**src/rtl/vsr_pkg.sv**
```systemverilog
`timescale 1ns/1ps
package vsr_pkg;
  localparam logic [1:0] SYNC_MODE_HONOUR = 2'b00;

  // Coincidence of a vertical edge with a horizontal edge one cycle either side.
  function automatic logic edges_coincide(logic h_before, logic h_same, logic h_after);
    return h_before | h_same | h_after;
  endfunction

  // Field code from the coincidence result: 0 = first field, 1 = second field.
  function automatic logic field_code(logic coincident);
    return ~coincident;
  endfunction

  // Next internal strobe value: forced high on a relock, otherwise inverted.
  function automatic logic strobe_next(logic cur, logic relock);
    return relock ? 1'b1 : ~cur;
  endfunction

  // True when a width counter holds its final value.
  function automatic logic count_at_end(int unsigned cnt, int unsigned width);
    return cnt == width - 1;
  endfunction
endpackage

```
**src/rtl/vsr_edge.sv**
```systemverilog
`timescale 1ns/1ps
module vsr_edge #(
  parameter int unsigned STAGES = 2
) (
  input  logic clk,
  input  logic rst_n,
  input  logic din_n,
  input  logic enable,
  output logic fall
);
  localparam int unsigned DEPTH = STAGES + 1;

  logic [DEPTH-1:0] shift_q;

  always_ff @(posedge clk or negedge rst_n) begin
    if (!rst_n) shift_q <= '1;
    else        shift_q <= {shift_q[DEPTH-2:0], din_n};
  end

  // Falling edge seen between the last synchronizer stage and the history flop.
  assign fall = enable & shift_q[DEPTH-1] & ~shift_q[DEPTH-2];
endmodule

```
**src/rtl/vsr_hpulse.sv**
```systemverilog
`timescale 1ns/1ps
module vsr_hpulse
  import vsr_pkg::*;
#(
  parameter int unsigned HPW = 64
) (
  input  logic clk,
  input  logic rst_n,
  input  logic start,
  output logic pulse_n
);
  localparam int unsigned CW = (HPW > 2) ? $clog2(HPW) : 1;

  logic [CW-1:0] cnt_q;
  logic          active_q;
  logic          at_end;

  assign at_end = count_at_end(32'(cnt_q), HPW);

  always_ff @(posedge clk or negedge rst_n) begin
    if (!rst_n) begin
      cnt_q    <= '0;
      active_q <= 1'b0;
    end else if (start) begin
      cnt_q    <= '0;
      active_q <= 1'b1;
    end else if (active_q) begin
      if (at_end) active_q <= 1'b0;
      else        cnt_q    <= cnt_q + 1'b1;
    end
  end

  assign pulse_n = ~active_q;
endmodule

```
**src/rtl/vsr_vfield.sv**
```systemverilog
`timescale 1ns/1ps
module vsr_vfield
  import vsr_pkg::*;
(
  input  logic clk,
  input  logic rst_n,
  input  logic hfall,
  input  logic vfall,
  output logic vdecide,
  output logic field,
  output logic dvsync_n
);
  logic hfall_d1, hfall_d2, vfall_d1;
  logic field_q, armed_q, inline_q;
  logic coincident;

  // The decision is taken one cycle after the vertical edge, so the horizontal
  // edge may precede it by one cycle, match it, or follow it by one cycle.
  assign vdecide    = vfall_d1;
  assign coincident = edges_coincide(hfall_d2, hfall_d1, hfall);

  always_ff @(posedge clk or negedge rst_n) begin
    if (!rst_n) begin
      hfall_d1 <= 1'b0;
      hfall_d2 <= 1'b0;
      vfall_d1 <= 1'b0;
    end else begin
      hfall_d1 <= hfall;
      hfall_d2 <= hfall_d1;
      vfall_d1 <= vfall;
    end
  end

  always_ff @(posedge clk or negedge rst_n) begin
    if (!rst_n) begin
      field_q  <= 1'b0;
      armed_q  <= 1'b0;
      inline_q <= 1'b0;
    end else begin
      if (vdecide) field_q <= field_code(coincident);
      if (hfall && armed_q) begin
        inline_q <= 1'b1;
        armed_q  <= vdecide;
      end else begin
        if (hfall) inline_q <= 1'b0;
        if (vdecide) armed_q <= 1'b1;
      end
    end
  end

  assign field    = field_q;
  assign dvsync_n = ~inline_q;
endmodule

```
**src/rtl/vsr_strobe.sv**
```systemverilog
`timescale 1ns/1ps
module vsr_strobe
  import vsr_pkg::*;
(
  input  logic clk,
  input  logic rst_n,
  input  logic relock,
  input  logic sel_ext,
  input  logic ext_strobe,
  output logic strobe_int,
  output logic running,
  output logic strobe
);
  logic int_q, run_q;

  always_ff @(posedge clk or negedge rst_n) begin
    if (!rst_n) begin
      int_q <= 1'b0;
      run_q <= 1'b0;
    end else begin
      if (relock) run_q <= 1'b1;
      if (relock || run_q) int_q <= strobe_next(int_q, relock);
    end
  end

  assign strobe_int = int_q;
  assign running    = run_q;
  assign strobe     = sel_ext ? ext_strobe : int_q;
endmodule

```
**src/rtl/vsr_top.sv**
```systemverilog
`timescale 1ns/1ps
module vsr_top
  import vsr_pkg::*;
#(
  parameter int unsigned HPW       = 64,
  parameter int unsigned SYNC_FLOPS = 2
) (
  input  logic       clk,
  input  logic       rst_n,
  input  logic       hsync_n,
  input  logic       vsync_n,
  input  logic [1:0] sync_mode,
  input  logic       ldv_sel,
  input  logic       ext_ldv,
  output logic       dhsync_n,
  output logic       dvsync_n,
  output logic       field,
  output logic       ldv
);
  localparam int unsigned NCH = 2;

  logic           honour;
  logic [NCH-1:0] raw_n;
  logic [NCH-1:0] falls;
  logic           hfall, vfall, vdecide;
  logic           ldv_int, ldv_run;

  assign honour = (sync_mode == SYNC_MODE_HONOUR);
  assign raw_n  = {vsync_n, hsync_n};

  for (genvar ch = 0; ch < NCH; ch++) begin : g_edge
    vsr_edge #(.STAGES(SYNC_FLOPS)) u_edge (
      .clk    (clk),
      .rst_n  (rst_n),
      .din_n  (raw_n[ch]),
      .enable (honour),
      .fall   (falls[ch])
    );
  end

  assign hfall = falls[0];
  assign vfall = falls[1];

  vsr_hpulse #(.HPW(HPW)) u_hpulse (
    .clk     (clk),
    .rst_n   (rst_n),
    .start   (hfall),
    .pulse_n (dhsync_n)
  );

  vsr_vfield u_vfield (
    .clk      (clk),
    .rst_n    (rst_n),
    .hfall    (hfall),
    .vfall    (vfall),
    .vdecide  (vdecide),
    .field    (field),
    .dvsync_n (dvsync_n)
  );

  vsr_strobe u_strobe (
    .clk        (clk),
    .rst_n      (rst_n),
    .relock     (hfall),
    .sel_ext    (ldv_sel),
    .ext_strobe (ext_ldv),
    .strobe_int (ldv_int),
    .running    (ldv_run),
    .strobe     (ldv)
  );
endmodule

```
**config.mk**
```make
export PLATFORM = sky130hd
export DESIGN_NAME = vsr_top
export DESIGN_NICKNAME = d
export VERILOG_FILES = /design/src/rtl/vsr_pkg.sv /design/src/rtl/vsr_edge.sv /design/src/rtl/vsr_hpulse.sv /design/src/rtl/vsr_vfield.sv /design/src/rtl/vsr_strobe.sv /design/src/rtl/vsr_top.sv
export SDC_FILE = /design/constraint.sdc
export NUM_CORES = 1
export LEC_CHECK = 0
export CORE_MARGIN = 2
export CORE_UTILIZATION = 50
export CTS_CLUSTER_DIAMETER = 120
export CTS_CLUSTER_SIZE = 16
export DETAILED_ROUTE_END_ITERATION = 8
export DONT_BUFFER_PORTS = 1
export PLACE_DENSITY = 0.68
export SYNTH_ARGS = -nofsm -noshare
export SYNTH_HDL_FRONTEND = slang
export SYNTH_SLANG_ARGS = --single-unit
```
**constraint.sdc**
```tcl
create_clock -name clk -period 1.5 [get_ports clk]
set_input_delay 0.225 -clock clk [delete_from_list [all_inputs] [get_ports clk]]
set_output_delay 0.225 -clock clk [all_outputs]
set_load 0.005 [all_outputs]
```
==> flow_summary.json <==
{
  "status": "complete, no violations",
  "critPathMaxFanout": 2,
  "synth_area_sq_um": 814.5,
  "grt_pass1_vias": 504,
  "skew_ps": 3.106,
  "syn_area_per_cell_sq_um": 13.14,
  "worstMarginPinSlew_ps": 852.4,
  "p_switching_mw": 0.4393,
  "hold_path_class": "in -> reg",
  "cts_buffers": 3,
  "cp.required_ps": 1690,
  "final_cells": 88,
  "power_frac_comb": 0.237,
  "critPathCapture": "u_vfield.field",
  "clockBufferDepth": 2,
  "antenna_cells": 0,
  "grt_max_degree": 22,
  "grt_pass1_wl_mm": 2.132,
  "layout.nets": 82,
  "die-area_sq_um": 1968,
  "initial_utilization": 0.5345,
  "synth_top_family_by_area": "simple AND/OR/NAND/NOR gates",
  "synth_nets": 71,
  "setup_viol": 0,
  "ys_ff_latch": 21,
  "routed_wl_mm": 1.126,
  "syn_inst": 62,
  "die_h_microns": 44.36,
  "synth_cell_types": 30,
  "fmax_mhz": 688.7,
  "io_buffers": 0,
  "min_period_over_period": 0.9681,
  "rrSetupSlack_ps": 50,
  "cts_tree": "done",
  "nFillCells": 108,
  "synth-warning-count": 0,
  "area_growth_pct": 13.67,
  "post_cts_buffers": 0,
  "rr_worst_depth": 4,
  "grt_util_all_layers": 0.1506,
  "coreArea_sq_um": 1524,
  "wl_per_cell_microns": 12.80,
  "worstHoldPathCells": 3,
  "postRouteAntennaNets": 0,
  "swShare": 0.3093,
  "root_buffer": "clkbuf_4",
  "slew_headroom": 0.4299,
  "startpoint": "g_edge[0].u_edge.shift_q[2]",
  "multiInputGateArea_sq_um": 250.2,
  "final_util": 0.6076,
  "grt_overflow": 0,
  "design_area_sq_um": 925.9,
  "hold_viol": 0,
  "met1_usage": 0.1896,
  "gp_congestion": 0.7339,
  "drv_slew": 0,
  "critPathLaunchType": "flip-flop",
  "power_mw": 1.420,
  "synth_compound_area_frac": 0.08295,
  "via_count": 484,
  "grt_use_met2": 0.2500,
  "drive_above_1_share": 0.2361,
  "drt_pass1_iterations": 4,
  "cap_violations": 0,
  "vias_per_cell": 5.500,
  "cp.arrival_ps": 1640,
  "drc": 0,
  "synth-xor-area-share": 0.01075,
  "synth_seq_area_share": 0.6544,
  "synth.area.mux_share": 0.05684,
  "p_leak_nw": 0.4207,
  "peakVddDrop_mv": 0.9633,
  "drt_iter0_markers": 4,
  "grt_antenna_before_repair": 0,
  "path_class": "reg -> reg",
  "final-seq-area_sq_um": 533.0,
  "clock_latency_ps": 290,
  "htreeDepth": 1,
  "pin_count": 12,
  "p_seq_frac": 0.578,
  "r2r-end": "u_vfield.field",
  "clk_pin_slew_ps": 110,
  "placementRows": 14,
  "clkPwrFrac": 0.185,
  "intPower_mw": 0.9809,
  "met3_usage": 0.04082,
  "synth-adder-area-share": 0.01536,
  "power_density_nw_per_um2": 1534,
  "busiest_layer": "met2",
  "fp.dieW_microns": 44.36,
  "r2r_start": "g_edge[0].u_edge.shift_q[2]",
  "yosys.area_share.simple": 0.1367,
  "end_kind": "flip-flop",
  "rsz0062_at_grt": "yes",
  "dp_cells": 79,
  "period_minus_slack_ps": 1452,
  "dpl_cell_area_sq_um": 838.3,
  "clock_sinks": 21,
  "dp_hpwl_microns": 843.1
}
[metrics by stage]
step | TNS [ps] | hold slack [ps] | setup slack (ps)
finish | 0 | 249.6 | 47.91
global route | -1.267 | 244.4 | -1.267
CTS | 0 | 269.5 | 30.69
detailed placement | 0 | -70.15 | 7.504
global placement | 0 | -70.20 | 27.08
floorplan | -33.26 | -70.59 | -33.26
[cell families (layout without fill, tap and decap cells)]
kind of cell	count (synthesis)	after routing
flops	21	21
simple gates	19	19
compound gates	10	10
buf+inv	6	16
mux	4	4
fa+ha+maj	1	1
xor+xnor	1	1
[per-layer routing]
metal  share of wire  routed length (microns)
met2            0.48                      543
met4           0.012                       13
met3           0.040                       45
met1            0.46                      523
met5               0                        0
[sequential cells by signal, indices dropped and copies added, names as in the netlist]
signal and count:
u_vfield.hfall_d2 1, u_vfield.inline_q 1, u_vfield.vdecide 1, u_vfield.field 1, u_strobe.running 1, u_hpulse.cnt_q 6, u_vfield.hfall_d1 1, g_edge.u_edge.shift_q 6
u_strobe.strobe_int 1, u_hpulse.active_q 1, u_vfield.armed_q 1
[final cells by class]
class / instances / share of cell area
sequential: 21 / 0.5757
clock inverter: 1 / 0.008108
timing repair buffer: 7 / 0.07432
inverter: 5 / 0.02568
clock buffer: 3 / 0.02432
multi-input combinational: 35 / 0.2703
tap: 16 / 0.02162
[cell usage after synthesis]
cell type  count  area share
a21oi_1        2       0.012
dfstp_2        6        0.19
mux2_4         1       0.018
or2_1          1      0.0077
or4b_1         1       0.012
ha_1           1       0.015
o21ai_1        1      0.0061
nor3_2         1       0.012
inv_1          4       0.018
nor4b_1        1       0.011
a41o_1         1       0.012
and2_1         2       0.015
nor3_1         1      0.0061
nand2_1        6       0.028
nand4_1        2       0.015
clkinv_4       1       0.011
a21o_1         1      0.0092
nand3_1        1      0.0061
a311oi_1       1       0.011
a31oi_1        1      0.0077
and3_1         1      0.0077
mux2i_1        2       0.025
buf_6          1       0.014
a211oi_1       1      0.0092
nand2b_1       2       0.015
dfrtp_1       15        0.46
o21ai_0        1      0.0061
o21a_1         1      0.0092
xnor2_1        1       0.011
mux2_2         1       0.014
[critical path, cell delays in order (launching register included)]
cell and delay, ps:
dfstp_2 530, or4b_4 480, clkinv_4 70, nor3_2 30, mux2_4 250
[placed cells by master (no fill, tap or decap), types with 2 or more instances in the layout]
cell type,instances
and2_1,2
dlygate4sd3_1,5
inv_1,4
dfstp_2,6
mux2i_1,2
clkbuf_4,3
nand4_1,2
nand2_1,6
a21oi_1,2
nand2b_1,2
dfrtp_1,15
[power groups by stage]
stage | sequential (mW) | combinational (mW) | clock (mW)
finish | 0.821 | 0.336 | 0.263
global route | 0.843 | 0.396 | 0.305
CTS | 0.818 | 0.343 | 0.274
detailed placement | 0.830 | 0.320 | 0
global placement | 0.826 | 0.312 | 0
floorplan | 0.799 | 0.276 | 0
[timing repair]
action | CTS | global route
hold buffers | 5 | 0
setup endpoints to repair | 1 | 3
gates resized for setup | 1 | 1
hold endpoints to repair | 24 | 0
gates cloned | 0 | 0
[worst min path at each step]
stage / start / to / slack [ps]
floorplan: rst_n / u_hpulse.active_q / -70
global placement: rst_n / u_vfield.field / -70
detailed placement: rst_n / u_vfield.field / -70
CTS: sync_mode[0] / u_strobe.strobe_int / 270
global route: sync_mode[0] / u_strobe.strobe_int / 240
finish: sync_mode[0] / u_strobe.strobe_int / 250
No activity file was read; power rests on OpenSTA's default activity.
